$ cat src/rtl/kwdt_pkg.sv
package kwdt_pkg;
   localparam logic [7:0] KEY_COUNT = 8'h5A;
   localparam logic [7:0] KEY_CTRL  = 8'hA5;
   localparam int EN_BIT   = 7;
   localparam int MODE_BIT = 6;
   localparam int FLAG_BIT = 5;
endpackage

$ cat src/rtl/kwdt_decode.sv
module kwdt_decode #(
   parameter int BUS_W = 16
) (
   input  logic             bus_wr,
   input  logic             bus_sel,
   input  logic [BUS_W-1:0] bus_wdata,
   output logic             cnt_we,
   output logic             ctl_we,
   output logic [7:0]       wbyte
);
   import kwdt_pkg::*;
   logic [7:0] key;

   generate
      if (BUS_W == 16) begin : g_narrow
         assign key = bus_wdata[15:8];
      end else if (BUS_W == 32) begin : g_wide
         logic unused_mid;
         assign key        = bus_wdata[31:24];
         assign unused_mid = ^bus_wdata[23:8];
      end else begin : g_bad
         $error("kwdt_decode: BUS_W must be 16 or 32");
      end
   endgenerate

   assign wbyte  = bus_wdata[7:0];
   assign cnt_we = bus_wr && !bus_sel && (key == KEY_COUNT);
   assign ctl_we = bus_wr &&  bus_sel && (key == KEY_CTRL);
endmodule

$ cat src/rtl/kwdt_prescaler.sv
module kwdt_prescaler #(
   parameter int BASE_LOG2 = 5,
   parameter int SEL_W     = 3
) (
   input  logic             clk,
   input  logic             rst_n,
   input  logic             en,
   input  logic [SEL_W-1:0] cks,
   input  logic             ctl_we,
   input  logic [7:0]       wbyte,
   output logic             tick
);
   localparam int PW = BASE_LOG2 + (1 << SEL_W) - 1;

   logic [PW-1:0] pcnt;
   logic [PW-1:0] limit;
   logic          restart;

   assign limit   = ({{(PW-1){1'b0}}, 1'b1} << (BASE_LOG2 + int'(cks))) - 1'b1;
   assign tick    = en && (pcnt == limit);
   assign restart = ctl_we && ((wbyte[SEL_W-1:0] != cks) || !wbyte[kwdt_pkg::EN_BIT]);

   always_ff @(posedge clk or negedge rst_n) begin
      if (!rst_n)                pcnt <= '0;
      else if (restart || !en)   pcnt <= '0;
      else if (tick)             pcnt <= '0;
      else                       pcnt <= pcnt + 1'b1;
   end

   // a disabled timer keeps the divider at zero, so no tick appears next cycle
   a_r10_idle_no_tick: assert property (@(posedge clk) disable iff (!rst_n)
      (!en && !ctl_we) |=> !tick);
   // a restarting write leaves the divider at zero
   a_r10_restart_zero: assert property (@(posedge clk) disable iff (!rst_n)
      restart |=> (pcnt == '0));
endmodule

$ cat src/rtl/kwdt_core.sv
module kwdt_core #(
   parameter int SEL_W = 3
) (
   input  logic             clk,
   input  logic             rst_n,
   input  logic             tick,
   input  logic             cnt_we,
   input  logic             ctl_we,
   input  logic [7:0]       wbyte,
   output logic [7:0]       cnt_q,
   output logic             en_q,
   output logic             mode_q,
   output logic             flag_q,
   output logic [SEL_W-1:0] cks_q,
   output logic             ovf
);
   import kwdt_pkg::*;

   assign ovf = tick && (cnt_q == 8'hFF);

   always_ff @(posedge clk or negedge rst_n) begin
      if (!rst_n)      cnt_q <= '0;
      else if (cnt_we) cnt_q <= wbyte;
      else if (tick)   cnt_q <= cnt_q + 8'd1;
   end

   always_ff @(posedge clk or negedge rst_n) begin
      if (!rst_n) begin
         en_q   <= 1'b0;
         mode_q <= 1'b0;
         cks_q  <= '0;
      end else if (ctl_we) begin
         en_q   <= wbyte[EN_BIT];
         mode_q <= wbyte[MODE_BIT];
         cks_q  <= wbyte[SEL_W-1:0];
      end
   end

   always_ff @(posedge clk or negedge rst_n) begin
      if (!rst_n)                            flag_q <= 1'b0;
      else if (ovf)                          flag_q <= 1'b1;
      else if (ctl_we && !wbyte[FLAG_BIT])   flag_q <= 1'b0;
   end

   // a keyed count write is loaded even when a tick coincides
   a_r11_write_wins: assert property (@(posedge clk) disable iff (!rst_n)
      cnt_we |=> (cnt_q == $past(wbyte)));
   // without a keyed write or a tick the count holds
   a_r3_count_holds: assert property (@(posedge clk) disable iff (!rst_n)
      (!cnt_we && !tick) |=> $stable(cnt_q));
   // a wrap leaves the flag set
   a_r7_wrap_sets_flag: assert property (@(posedge clk) disable iff (!rst_n)
      ovf |=> flag_q);
endmodule

$ cat src/rtl/kwdt_rstgen.sv
module kwdt_rstgen #(
   parameter int PULSE = 4
) (
   input  logic clk,
   input  logic rst_n,
   input  logic fire,
   output logic rst_req
);
   localparam int CW = $clog2(PULSE + 1);
   logic [CW-1:0] left;

   always_ff @(posedge clk or negedge rst_n) begin
      if (!rst_n)            left <= '0;
      else if (fire)         left <= CW'(PULSE);
      else if (left != '0)   left <= left - 1'b1;
   end

   assign rst_req = (left != '0);

   // an overflow in watchdog mode raises the request on the next cycle
   a_r9_fire_raises: assert property (@(posedge clk) disable iff (!rst_n)
      fire |=> rst_req);
endmodule

$ cat src/rtl/keyed_wdt.sv
module keyed_wdt #(
   parameter int BUS_W         = 16,
   parameter int BASE_LOG2     = 5,
   parameter int SEL_W         = 3,
   parameter int RST_PULSE_CYC = 4
) (
   input  logic             clk,
   input  logic             rst_n,
   input  logic             bus_wr,
   input  logic             bus_sel,
   input  logic [BUS_W-1:0] bus_wdata,
   output logic [7:0]       bus_rdata,
   output logic             irq,
   output logic             rst_req
);
   localparam int RSV_W = 5 - SEL_W;

   generate
      if (SEL_W < 1 || SEL_W > 4) begin : g_bad_sel
         $error("keyed_wdt: SEL_W must be 1..4");
      end
      if (RST_PULSE_CYC < 1) begin : g_bad_pulse
         $error("keyed_wdt: RST_PULSE_CYC must be at least 1");
      end
   endgenerate

   logic             cnt_we, ctl_we, tick, ovf;
   logic [7:0]       wbyte, cnt_q;
   logic             en_q, mode_q, flag_q;
   logic [SEL_W-1:0] cks_q;

   kwdt_decode #(.BUS_W(BUS_W)) u_decode (
      .bus_wr(bus_wr), .bus_sel(bus_sel), .bus_wdata(bus_wdata),
      .cnt_we(cnt_we), .ctl_we(ctl_we), .wbyte(wbyte)
   );

   kwdt_prescaler #(.BASE_LOG2(BASE_LOG2), .SEL_W(SEL_W)) u_presc (
      .clk(clk), .rst_n(rst_n), .en(en_q), .cks(cks_q),
      .ctl_we(ctl_we), .wbyte(wbyte), .tick(tick)
   );

   kwdt_core #(.SEL_W(SEL_W)) u_core (
      .clk(clk), .rst_n(rst_n), .tick(tick), .cnt_we(cnt_we), .ctl_we(ctl_we),
      .wbyte(wbyte), .cnt_q(cnt_q), .en_q(en_q), .mode_q(mode_q),
      .flag_q(flag_q), .cks_q(cks_q), .ovf(ovf)
   );

   kwdt_rstgen #(.PULSE(RST_PULSE_CYC)) u_rstgen (
      .clk(clk), .rst_n(rst_n), .fire(ovf && mode_q), .rst_req(rst_req)
   );

   assign bus_rdata = bus_sel ? {en_q, mode_q, flag_q, {RSV_W{1'b0}}, cks_q} : cnt_q;
   assign irq       = flag_q && !mode_q;

   // the interrupt is silent in watchdog mode
   a_r8_no_irq_in_wdog: assert property (@(posedge clk) disable iff (!rst_n)
      mode_q |-> !irq);
endmodule

$ cat config.mk
export PLATFORM = sky130hd
export DESIGN_NAME = keyed_wdt
export DESIGN_NICKNAME = d
export VERILOG_FILES = /design/src/rtl/kwdt_pkg.sv /design/src/rtl/kwdt_decode.sv /design/src/rtl/kwdt_prescaler.sv /design/src/rtl/kwdt_core.sv /design/src/rtl/kwdt_rstgen.sv /design/src/rtl/keyed_wdt.sv
export SDC_FILE = /design/constraint.sdc
export NUM_CORES = 1
export LEC_CHECK = 0
export BUFFER_PORTS_ARGS = -buffer_cell sky130_fd_sc_hd__buf_2
export CAP_MARGIN = 20
export CORE_ASPECT_RATIO = 0.7
export CORE_MARGIN = 5
export CORE_UTILIZATION = 31
export CTS_CLUSTER_DIAMETER = 100
export DETAILED_ROUTE_END_ITERATION = 7
export PLACE_DENSITY = 0.49
export REMOVE_ABC_BUFFERS = 1
export SYNTH_ARGS = -nofsm -noshare
export SYNTH_HDL_FRONTEND = slang
export SYNTH_SLANG_ARGS = --single-unit
$ cat constraint.sdc
create_clock -name clk -period 2.7 [get_ports clk]
set_clock_uncertainty 0.05 [all_clocks]
set_input_delay 0.135 -clock clk [delete_from_list [all_inputs] [get_ports clk]]
set_output_delay 0.135 -clock clk [all_outputs]
set_load 0.1 [all_outputs]
Word level (Yosys, flattened, before mapping). Index checks and enable logic that the tools add are counted.

Bits in registers: 29. Output and inout bits: 10. Logic and storage cells: 48.

Add/subtract/negate cells: 5. Eq/ne operators: 5. Shift operators: 1. Mux-type cells: 9. Reduce and logical (&&, ||, !) cells: 21.

Operators by type and width (count): 1-bit by 32-bit left shift with 12-bit output, first input constant (1); 12-bit 2-to-1 mux (2); 8-bit 2-to-1 mux (3); 8-bit equality test, second input constant (2); 12-bit by 1-bit adder with 12-bit output, second input constant (1); 12-bit equality test (1); 12-bit by 1-bit subtractor with 12-bit output, second input constant (1); 1-bit logical AND (10); 8-bit by 1-bit adder with 8-bit output, second input constant (1); 8-bit by 7-bit equality test with 1-bit output, second input constant (1); 3-bit 2-to-1 mux (2); 2-bit nonzero test (3); 1-bit zero test (5); 3-bit by 3-bit adder with 4-bit output, first input constant (1); 3-bit != test (1); 3-bit nonzero test (1); 3-bit by 1-bit subtractor with 3-bit output, second input constant (1); 1-bit logical OR (2); 1-bit 2-to-1 mux (2).

Logic depth before layout (Yosys ltp). Gate-level depths: netlist (run 1).

Depth in word-level cells: 8. Mapped depth: 8.

Modules after synthesis. From an unflattened synthesis (run 1), not the netlist that was laid out.

Cell total of the unflattened synthesis: 226. Area total of the unflattened synthesis: 2077.0 µm².

By module, submodules not included: kwdt_prescaler (times used 1, cells each 121, area an instance 968.4 µm², sequential area each 300.3 µm²); kwdt_core (times used 1, cells each 64, area an instance 674.4 µm², sequential area each 350.3 µm²); kwdt_rstgen (times used 1, cells each 16, area an instance 177.7 µm², sequential area each 75.1 µm²); keyed_wdt (times used 1, cells each 11, area an instance 131.4 µm², sequential area each 0.0 µm²); kwdt_decode (times used 1, cells each 14, area an instance 125.1 µm², sequential area each 0.0 µm²).

Worst setup path before layout (run 1). Ideal clock, no wire load.

Path kind: reg2reg. Start point: reg u_core.cks_q[0]. End point: reg u_core.cnt_q[6]. Setup time: 0.124 ns. Arrival time: 1.989 ns. Required time: 2.526 ns. Slack: 0.537 ns. Cell stages (with the launch flop): 7. Path buffers: 1. Clock period less this slack: 2.163 ns. Path through: dfrtp_1 -> buf_2 -> a2111oi_2 -> nor3_2 -> or4_4 -> and3_1 -> a211o_1.

Cells in the longest elaborated chain, start to end: 6.

Ends and longest elaborated chain: start, declared (RTL line kwdt_core.sv:14) `output logic [SEL_W-1:0] cks_q,`; start signal, assigned (RTL line kwdt_core.sv:35) `cks_q <= wbyte[SEL_W-1:0];`; 3-bit by 3-bit adder with 4-bit output (RTL line kwdt_prescaler.sv:19) `assign limit = ({{(PW-1){1'b0}}, 1'b1} << (BASE_LOG2 + int'(cks))) - 1'b1;`; 1-bit by 32-bit left shift with 12-bit output (RTL line kwdt_prescaler.sv:19); 12-bit by 1-bit subtractor with 12-bit output (RTL line kwdt_prescaler.sv:19); 12-bit equality test (RTL line kwdt_prescaler.sv:20) `assign tick = en && (pcnt == limit);`; 1-bit logical AND (RTL line kwdt_prescaler.sv:20); 2-bit nonzero test (no line); end signal, assigned (RTL line kwdt_core.sv:23) `else if (cnt_we) cnt_q <= wbyte;`; end signal, assigned (RTL line kwdt_core.sv:24) `else if (tick) cnt_q <= cnt_q + 8'd1;`; end, declared (RTL line kwdt_core.sv:10) `output logic [7:0] cnt_q,`.

Every way passes these cells. A chain may end at the register's enable or synchronous reset.

Worst setup path in the final report (run 1).
Start point: reg u_core.cks_q[1]. End point: reg u_presc.pcnt[2].

Cells in the longest elaborated chain, start to end: 7. Elaborated cells on any way between the ends: 11.

Ends and longest elaborated chain: 3-bit by 3-bit adder with 4-bit output (RTL line kwdt_prescaler.sv:19); 1-bit by 32-bit left shift with 12-bit output (RTL line kwdt_prescaler.sv:19); 12-bit by 1-bit subtractor with 12-bit output (RTL line kwdt_prescaler.sv:19); 12-bit equality test (RTL line kwdt_prescaler.sv:20); 1-bit logical AND (RTL line kwdt_prescaler.sv:20); 12-bit 2-to-1 mux (RTL line kwdt_prescaler.sv:26) `else if (tick) pcnt <= '0;`; 12-bit 2-to-1 mux (*) (RTL line kwdt_prescaler.sv:25) `else if (restart || !en) pcnt <= '0;`; end signal, assigned (RTL line kwdt_prescaler.sv:27) `else pcnt <= pcnt + 1'b1;`; end, declared (RTL line kwdt_prescaler.sv:15) `logic [PW-1:0] pcnt;`.

Mark *: on every way between the ends. The rest lies on a longest branch, timed or not.

==> results of run 1 <==
-- layout by cell type, fill, tap and decap left out, drive strengths merged --
master and count:
clkbuf 7, nand4bb 1, dfrtp 29, o21ai 6, or2 1, nand4b 3
o2111ai 1, inv 10, nor4bb 2, o41ai 1, xnor2 14, nor4b 1
maj3 1, ha 5, and4 2, nor4 8, nand4 5, nor2b 5
a21oi 9, a211o 1, xor2 6, nand3b 1, buf 32, nor3b 1
and2 1, nor3 3, a2111oi 1, nor2 26, nand3 8, nand2b 1
mux2i 2, mux2 10, nand2 10, or4 1, and3 9, o2bb2ai 1
dlygate4sd3 1
-- registers in the layout (all words and copies together) (netlist names) --
name           flops
u_core.cnt_q       8
u_core.flag_q      1
u_core.en_q        1
u_core.cks_q       3
u_presc.pcnt      12
u_core.mode_q      1
u_rstgen.left      3
-- layer usage --
metal / wire length (um) / up-vias / track usage
met3: 236 / 4 / 0.0366
met2: 1590 / 39 / 0.167
met5: 0 / - / 0
met4: 42 / 0 / 0.0310
li1: - / 749 / -
met1: 2290 / 684 / 0.181
-- metrics by stage --
| stage | hold slack, ps | instance area [sq um] | setup slack [ps] | total power, mW | util |
|---|---|---|---|---|---|
| 2_1_floorplan | -211 | 1790 | 557 | 0.575 | - |
| 3_3_place_gp | 170 | 2050 | 409 | 0.609 | 0.357 |
| 5_1_grt | 31.8 | 2140 | 165 | 1.00 | 0.374 |
| 3_5_place_dp | 162 | 2050 | 356 | 0.609 | 0.357 |
| 6_report | 40.8 | 2140 | 358 | 0.957 | 0.374 |
| 4_1_cts | 37.0 | 2140 | 356 | 0.970 | 0.374 |
-- layout make-up --
| cell class | count | share of cell area |
|---|---|---|
| clock buffers | 7 | 0.0403 |
| inverters | 10 | 0.0175 |
| multi-input cells | 147 | 0.477 |
| flip-flops and latches | 29 | 0.339 |
| well taps | 75 | 0.0438 |
| repair buffers | 33 | 0.0829 |
-- worst reg2reg max path: stages, from the launching register on --
cell	delay (ps)
dfrtp_1	620
nor3_1	140
nor4_1	340
nor2_1	190
nor4_2	460
nand3b_1	180
buf_4	190
nor2_1	70
-- where the power goes --
part / switching (mW) / total (mW) / leakage (nW) / internal, mW
registers: 0.0122 / 0.454 / 0.359 / 0.442
clock network: 0.154 / 0.356 / 0.0443 / 0.202
logic: 0.102 / 0.146 / 0.537 / 0.0446
total: 0.268 / 0.957 / 0.940 / 0.689
-- kinds of logic after synthesis --
kind of cell,after synthesis,share of synthesized area
buffers and inverters,17,0.0412
AND/OR/NAND/NOR,89,0.277
AO/OA/AOI/OAI,20,0.0748
adder cells (fa/ha/maj),6,0.0398
XOR/XNOR,20,0.0961
flip-flops,29,0.398
multiplexers,12,0.0728
-- timing repair --
action	CTS	global route
hold buffers	1	0
buffers inserted	0	0
hold endpoints to repair	29	0
-- worst max-delay path by stage --
stage | start | to | slack, ps | depth (start not counted)
2_1_floorplan | u_core.cks_q[2] | u_core.cnt_q[6] | 560 | 5
3_3_place_gp | u_core.cks_q[1] | u_presc.pcnt[11] | 410 | 7
3_5_place_dp | u_core.cks_q[1] | u_presc.pcnt[4] | 360 | 7
4_1_cts | u_core.cks_q[1] | u_presc.pcnt[4] | 360 | 7
5_1_grt | u_core.cks_q[1] | u_presc.pcnt[2] | 170 | 7
6_report | u_core.cks_q[1] | u_presc.pcnt[2] | 360 | 7
==> flow_summary.ini, run 1 <==
[status]
status = completed

[synth]
synth_edf_count = 0
synth.avg_cell_area_sq_um = 9.45
synthCells = 193
ys_types = 41
ys_ff_latch = 29
yosys.cell_count.top_type = dfrtp_1
synth.top_cell.area_share = 0.398
ys.flop_type = dfrtp_1
ys_warn_count = 0
synth.largest_area_cell = dfrtp_1
seq_area_frac_synth = 0.398
synthTopCellsByArea = dfrtp_1 (40%), xnor2_1 (6.7%), mux2_2 (6.2%), nor2_1 (5.4%), ha_1 (3.4%)
synth.cell_area_sq_um = 1820
synthArstFlopShare = 1.00
netlist_top_cells_count = dfrtp_1 (29), nor2_1 (26), xnor2_1 (14)

[clocking]
clockBufferDepth = 2
clk_pin_slew_ps = 60
cts.repair.resized = 0
insertion_delay_ps = 270
cts_root_buffer = clkbuf_8
htreeDepth = 2
cts_made_buffers = 5
cts_tree = built
cts.sinks = 29

[final_layout]
nFillCells = 589
final_nets = 251
antenna_cells = 0
areaGrowthSynthToFinish_pct = 17.6
multi_input_area_sq_um = 1020
drive_gt1_frac = 0.243
ff_latch_area_sq_um = 726
finalNonFillerCells = 301

[worst_setup_path]
cpPeakStageDelay_ps = 620
critPathArrivalTime_ps = 2450
crit-reg2reg-launch = u_core.cks_q[1]
worstSetupPathType = flip-flop to flip-flop
crit_path_start_kind = flip-flop
r2r_slack_ps = 360
critical_path.cell_chain = nor3_1, nor4_1, nor2_1, nor4_2, nand3b_1, buf_4, nor2_1
end_kind = flip-flop
worstPathRequired_ps = 2810
crit_path_max_fanout = 13
critPathSlowestCell = dfrtp_1
crit_buf_inv = 1
r2r_end = u_presc.pcnt[2]
cp_top_family = simple AND/OR/NAND/NOR gates
reg2regPathDepth = 7
path_common_cell = nor2_1

[global_route]
globalRouteOverflowTotal = 0
grt.total_usage = 0.121
grt_max_degree = 30
grt_pass1_vias = 1436
grt_pass1_wl_um = 7110
antenna_found_initial = 0

[detailed_routing]
dr_total_vias = 1476
route.detailed.drc = 0
drt-vias-per-instance = 4.90
antenna_left = 0
wire_per_inst_um = 13.8
dr.pass1.iters = 4
routed_wl_um = 4160
drt_iter0_drc = 65

[sta]
final.setup.tns_ps = 0
relSlewSlack = 0.565
final.min_clock_period_ps = 2340
worstMarginPinSlew_ps = 653
drv_slew = 0
rsz0062_at_grt = false
period_share = 0.867
hold_viol_final = 0
fmax_mhz = 427
setup_violations = 0

[die]
rows = 23
io_pins = 30
dieHeight_um = 74.2
die_w_um = 102
dieArea_sq_um = 7540
initial_core_util = 0.318
coreArea_sq_um = 5730

[job]
maxCapViolations = 0

[power_and_ir_drop]
leakage_nw = 0.940
ir_drop_uv = 251
power.density_nw_per_um2 = 446

[hold_path]
hold_depth = 3
hold_path_end = u_core.mode_q
worstHoldStart = bus_wdata[6]
hp-class = input pin to flip-flop

[placed_design]
place_congestion = 0.794
dp_hpwl_um = 3140
portBuffers = 29
dp.cells = 293
Power figures use the tool's default switching activity.
==> run 2, diff against run 1 <==
ABC_AREA = 1   (was not set)
PLACE_DENSITY = 0.48   (was 0.49)
==> run 2 against run 1 <==
Highest routed layer unchanged. Total power down 4.1%. First-iteration DRC count increased by 46%. Maximum frequency rose by 27%. Wire length increased by 22%.
==> flow_summary.ini, run 2 <==
[status]
status = completed

[global_route]
grt.total_usage = 0.127
grtUsageMet3 = 0.0323
grt_pass1_vias = 1756
grt-busiest-layer = met1
grtUsageMet2 = 0.165
gr-usage-met1 = 0.206
grt_max_degree = 30
grt_pass1_wl_um = 8710
globalRouteOverflowTotal = 0
antenna_found_initial = 0

[power_and_ir_drop]
sw_frac_of_total = 0.288
leakage_nw = 1.20
power.switching_uw = 264
pwr-share-comb = 0.132
ir_drop_uv = 149
p_clk_frac = 0.379
seqPwrFrac = 0.489
power.density_nw_per_um2 = 375
internal_power_uw = 653

[clocking]
cts_tree = built
cts.repair.resized = 0
cts_root_buffer = clkbuf_8
cts.sinks = 29
ctsHoldBuffers = 1
insertion_delay_ps = 270
cts_made_buffers = 5
clockBufferDepth = 2
clk_pin_slew_ps = 60
postCtsSetupBuffers = 0
htreeDepth = 2

[synth]
netlist_top_cells_count = nand2_1 (76), inv_1 (48), nand3_1 (34), dfrtp_1 (29), nor2_1 (27)
synth.cell_area_sq_um = 2140
synthArstFlopShare = 1.00
seq_area_frac_synth = 0.339
synth.top_cell.area_share = 0.339
synth.avg_cell_area_sq_um = 7.01
synth.largest_area_cell = dfrtp_1
ys_ff_latch = 29
ys.flop_type = dfrtp_1
synth_edf_count = 0
ys_types = 27
yosys.cell_count.top_type = nand2_1
synthTopCellsByArea = dfrtp_1 (34%), nand2_1 (13%), inv_1 (8.4%), nand3_1 (8.0%), nor2_1 (4.7%)
ys_warn_count = 0
synthCells = 305

[placed_design]
portBuffers = 29
dp_hpwl_um = 4050
pre_cts_ws_ps = 866
postPlaceCellArea_sq_um = 2350
place_congestion = 0.831

[worst_setup_path]
worstSetupPathType = flip-flop to flip-flop
crit_buf_inv = 3
r2r_end = u_rstgen.left[1]
crit_path_max_fanout = 11
path_common_cell = nand2_1
cp_top_family = simple AND/OR/NAND/NOR gates
cp.depth = 11
crit-reg2reg-launch = u_core.cks_q[2]
endpoint = u_rstgen.left[1]
end_kind = flip-flop
critPathSlowestCell = dfrtp_1
cpPeakStageDelay_ps = 600
r2r_slack_ps = 860
crit_start = u_core.cks_q[2]
crit_path_start_kind = flip-flop
worstPathRequired_ps = 2820
critPathArrivalTime_ps = 1960
critical_path.cell_chain = inv_1, nand2_1, inv_1, nor2_1, nand2_1, nor2_2, nand3_4, nor2_2, nand2_1, nand2_1, inv_1
reg2regPathDepth = 11

[die]
coreArea_sq_um = 6730
initial_core_util = 0.318
io_pins = 30
dieHeight_um = 79.5
die_w_um = 109
rows = 25
dieArea_sq_um = 8680

[final_layout]
nFillCells = 756
largest_register_ffs = 12
final_nets = 363
areaGrowthSynthToFinish_pct = 14.3
fin_util = 0.364
antenna_cells = 0
final_common_cell = nand2_1
mostFrequentLayoutCells = nand2_1 (76), inv_1 (48), nand3_1 (34)
fin_area_sq_um = 2440
reg_top3 = u_presc.pcnt: 12 flops, u_core.cnt_q: 8 flops
drive_gt1_frac = 0.192
top_register = u_presc.pcnt

[detailed_routing]
drt-vias-per-instance = 4.39
dr.pass1.iters = 4
antenna_left = 0
route.detailed.drc = 0
routed_wl_um = 5080
drt_iter0_drc = 95
dr_total_vias = 1900
wire_per_inst_um = 11.7

[job]
maxCapViolations = 0

[sta]
drv_slew = 0
period_share = 0.681
fmax_mhz = 544
setup_ws_ps = 860
final.min_clock_period_ps = 1840
relSlewSlack = 0.555
rsz0062_at_grt = false
worstMarginPinSlew_ps = 668
setup_violations = 0
hold_viol_final = 0

[hold_path]
hp-class = input pin to flip-flop
[run 2: cell types whose count changed in the layout (fill, tap and decap cells not counted), moves of 14 or more]
cell | before | now
nand3_1 | 8 | 34
nand2_1 | 10 | 76
o21ai_0 | 5 | 19
nor2_2 | 0 | 14
inv_1 | 10 | 48
[run 2: cell type report]
class | count | area, sq um | area share
Multi-Input combinational cell | 220 | 1170 | 0.479
Sequential cell | 29 | 726 | 0.297
Inverter | 52 | 195 | 0.0798
Timing Repair Buffer | 30 | 155 | 0.0635
Tap cell | 94 | 118 | 0.0481
Clock buffer | 8 | 80.1 | 0.0328
[run 2: per-stage QoR]
| stage | power (mW) | cells | hold WS [ps] | TNS [ps] |
|---|---|---|---|---|
| 4_1_cts | 0.934 | 433 | 51.1 | 0 |
| 3_5_place_dp | 0.579 | 424 | 176 | 0 |
| 3_3_place_gp | 0.579 | 424 | 171 | 0 |
| 2_1_floorplan | 0.534 | 301 | -211 | -80.2 |
| 5_1_grt | 0.965 | 433 | 65.0 | 0 |
| 6_report | 0.917 | 433 | 57.7 | 0 |
[run 2: power groups by stage]
| stage | logic (mW) | registers, mW | clock network [mW] |
|---|---|---|---|
| after floorplan | 0.0794 | 0.455 | 0 |
| after global placement | 0.122 | 0.457 | 0 |
| after detailed placement | 0.122 | 0.457 | 0 |
| after CTS | 0.124 | 0.449 | 0.362 |
| after global routing | 0.135 | 0.450 | 0.379 |
| final | 0.121 | 0.449 | 0.347 |
[run 2: cell families (layout without fill, tap and decap cells)]
family | count (synthesis) | in the layout | synth area share
and+or+nand+nor | 177 | 177 | 0.401
buffers and inverters | 56 | 90 | 0.113
DFF | 29 | 29 | 0.339
AOI/OAI and AO/OA | 22 | 22 | 0.0515
xor gates and xnor gates | 15 | 15 | 0.0614
adders and majority gates | 5 | 5 | 0.0293
muxes | 1 | 1 | 0.00468
[run 2: how the worst min path moves through the flow]
stage | from | endpoint | slack, ps | cells past startpoint
after detailed placement | rst_n | u_presc.pcnt[10] | 180 | 1
after global routing | bus_wdata[5] | u_core.cnt_q[5] | 70 | 3
after global placement | rst_n | u_presc.pcnt[10] | 170 | 1
after CTS | bus_wdata[5] | u_core.cnt_q[5] | 50 | 3
after floorplan | rst_n | u_core.cks_q[0] | -210 | 0
final | bus_wdata[5] | u_core.cnt_q[5] | 60 | 3
[run 2: layer usage]
layer  vias up  part of all wire
li1       1016                 -
met1       831              0.57
met2        51              0.36
met3         2             0.063
met4         0            0.0045
met5         -                 0
[run 2: worst register-to-register path, stage by stage (launching register included)]
cell and delay, ps:
dfrtp_1 600, inv_1 150, nand2_1 150, inv_1 50
nor2_1 90, nand2_1 90, nor2_2 130, nand3_4 140
nor2_2 110, nand2_1 80, nand2_1 60, inv_1 30
==> run 3, diff against run 2 <==
clock period = 1.75 ns   (was 2.7 ns; I/O delays follow)
==> run 3 against run 2 <==
Setup slack got worse by 740 ps. Maximum frequency increased by 13%. Sequential share of layout area decreased by 0.68 points. Final area increased by 2.7%. Total power increased by 57%. Core utilization increased by 0.99 points. Global-route usage increased by 0.34 points. First-iteration DRC count increased by 15%.
==> flow_summary.ini, run 3 (same netlist as run 2, synthesis figures left out) <==
[placed_design]
portBuffers = 29
dp_hpwl_um = 4110
postPlaceCellArea_sq_um = 2380
place_congestion = 0.822
pre_cts_ws_ps = 59.0

[die]
initial_core_util = 0.318
dieArea_sq_um = 8680
dieHeight_um = 79.5
die_w_um = 109
coreArea_sq_um = 6730
rows = 25
io_pins = 30

[clocking]
htreeDepth = 2
insertion_delay_ps = 290
postCtsSetupBuffers = 0
cts.sinks = 29
cts_tree = built
clockBufferDepth = 2
clk_pin_slew_ps = 80
cts_made_buffers = 5
cts_root_buffer = clkbuf_8

[worst_setup_path]
end_kind = flip-flop
worstSetupPathType = flip-flop to flip-flop
critPathArrivalTime_ps = 1760
worstPathRequired_ps = 1880
crit_path_max_fanout = 9
crit_path_start_kind = flip-flop

[detailed_routing]
drt-vias-per-instance = 4.48
dr_total_vias = 1955
antenna_left = 0
wire_per_inst_um = 12.1
dr.pass1.iters = 4
drt_iter0_drc = 109
routed_wl_um = 5290
route.detailed.drc = 0

[global_route]
grt_pass1_wl_um = 8870
antenna_found_initial = 0
grt.total_usage = 0.131
grt_pass1_vias = 1827
globalRouteOverflowTotal = 0
grt_max_degree = 30

[sta]
rsz0062_at_grt = true
hold_viol_final = 0
setup_violations = 0
relSlewSlack = 0.545
final.min_clock_period_ps = 1630
period_share = 0.931
drv_slew = 0
setup_ws_ps = 120
fmax_mhz = 614
worstMarginPinSlew_ps = 683

[final_layout]
final_common_cell = nand2_1
areaGrowthSynthToFinish_pct = 17.4
antenna_cells = 0
fin_area_sq_um = 2510
drive_gt1_frac = 0.225
final_nets = 366
mostFrequentLayoutCells = nand2_1 (73), inv_1 (47), nand3_1 (34)
nFillCells = 755
largest_register_ffs = 12
top_register = u_presc.pcnt
reg_top3 = u_presc.pcnt: 12 flops, u_core.cnt_q: 8 flops

[status]
status = completed

[power_and_ir_drop]
leakage_nw = 1.22
ir_drop_uv = 224
power.density_nw_per_um2 = 575

[hold_path]
hp-class = input pin to flip-flop

[job]
maxCapViolations = 0
run 3: path summary, 6_finish.rpt:
check | startpoint | to | slack [ps] | cells after the start
worst min-delay path | bus_wdata[6] | u_core.cnt_q[6] | 4 | 3
worst max register to register | u_core.cks_q[1] | u_rstgen.left[1] | 120 | 10
worst max-delay path | u_core.cks_q[1] | u_rstgen.left[1] | 120 | 10
min in group asynchronous | rst_n | u_core.cnt_q[2] | 320 | 2
worst min register to register | u_presc.pcnt[0] | u_presc.pcnt[0] | 440 | 1
max in group asynchronous | rst_n | u_core.cks_q[2] | 850 | 2
run 3: metal layers:
layer | global-route usage | share of wire | wire length (um)
met4 | 0.0311 | 0.0061 | 32
met3 | 0.0323 | 0.050 | 265
met2 | 0.170 | 0.37 | 1950
met5 | 0 | 0 | 0
met1 | 0.209 | 0.57 | 3040
run 3: per-stage QoR:
step / power, mW / TNS (ps) / cells / utilization / hold WS (ps)
2_1_floorplan: 0.824 / -5710 / 301 / - / -258
3_3_place_gp: 0.897 / 0 / 426 / 0.355 / 124
3_5_place_dp: 0.897 / 0 / 426 / 0.355 / 130
4_1_cts: 1.46 / 0 / 436 / 0.370 / 3.58
5_1_grt: 1.51 / -58.6 / 436 / 0.373 / 12.3
6_report: 1.44 / 0 / 436 / 0.373 / 4.21
run 3: final cells by class:
| class | count | area, sq um | area share |
|---|---|---|---|
| Multi-Input combinational cell | 220 | 1190 | 0.475 |
| Sequential cell | 29 | 728 | 0.290 |
| Timing Repair Buffer | 33 | 195 | 0.0777 |
| Inverter | 52 | 195 | 0.0777 |
| Tap cell | 94 | 118 | 0.0468 |
| Clock buffer | 6 | 72.6 | 0.0289 |
| Clock inverter | 2 | 10.0 | 0.00399 |
run 3: critical path, cell delays in order (launching register included):
cell and delay (ps):
dfrtp_2 490, nor2_4 170, nand2_1 60, nand2_1 50, nand2_1 90, nor2_2 180
nand3_4 140, nor2_2 110, nand2_1 80, nand2_1 70, inv_1 30
run 3: power by group:
group | total, mW | internal, mW | switching [mW]
combinational | 0.195 | 0.0515 | 0.143
sequential | 0.691 | 0.679 | 0.0126
clock | 0.557 | 0.276 | 0.281
run 3: timing repair:
action                                  4_1_cts  5_1_grt
resized for setup                             0        9
hold endpoints to repair                     30        0
hold buffers                                  2        0
endpoints found under the setup margin        0       18
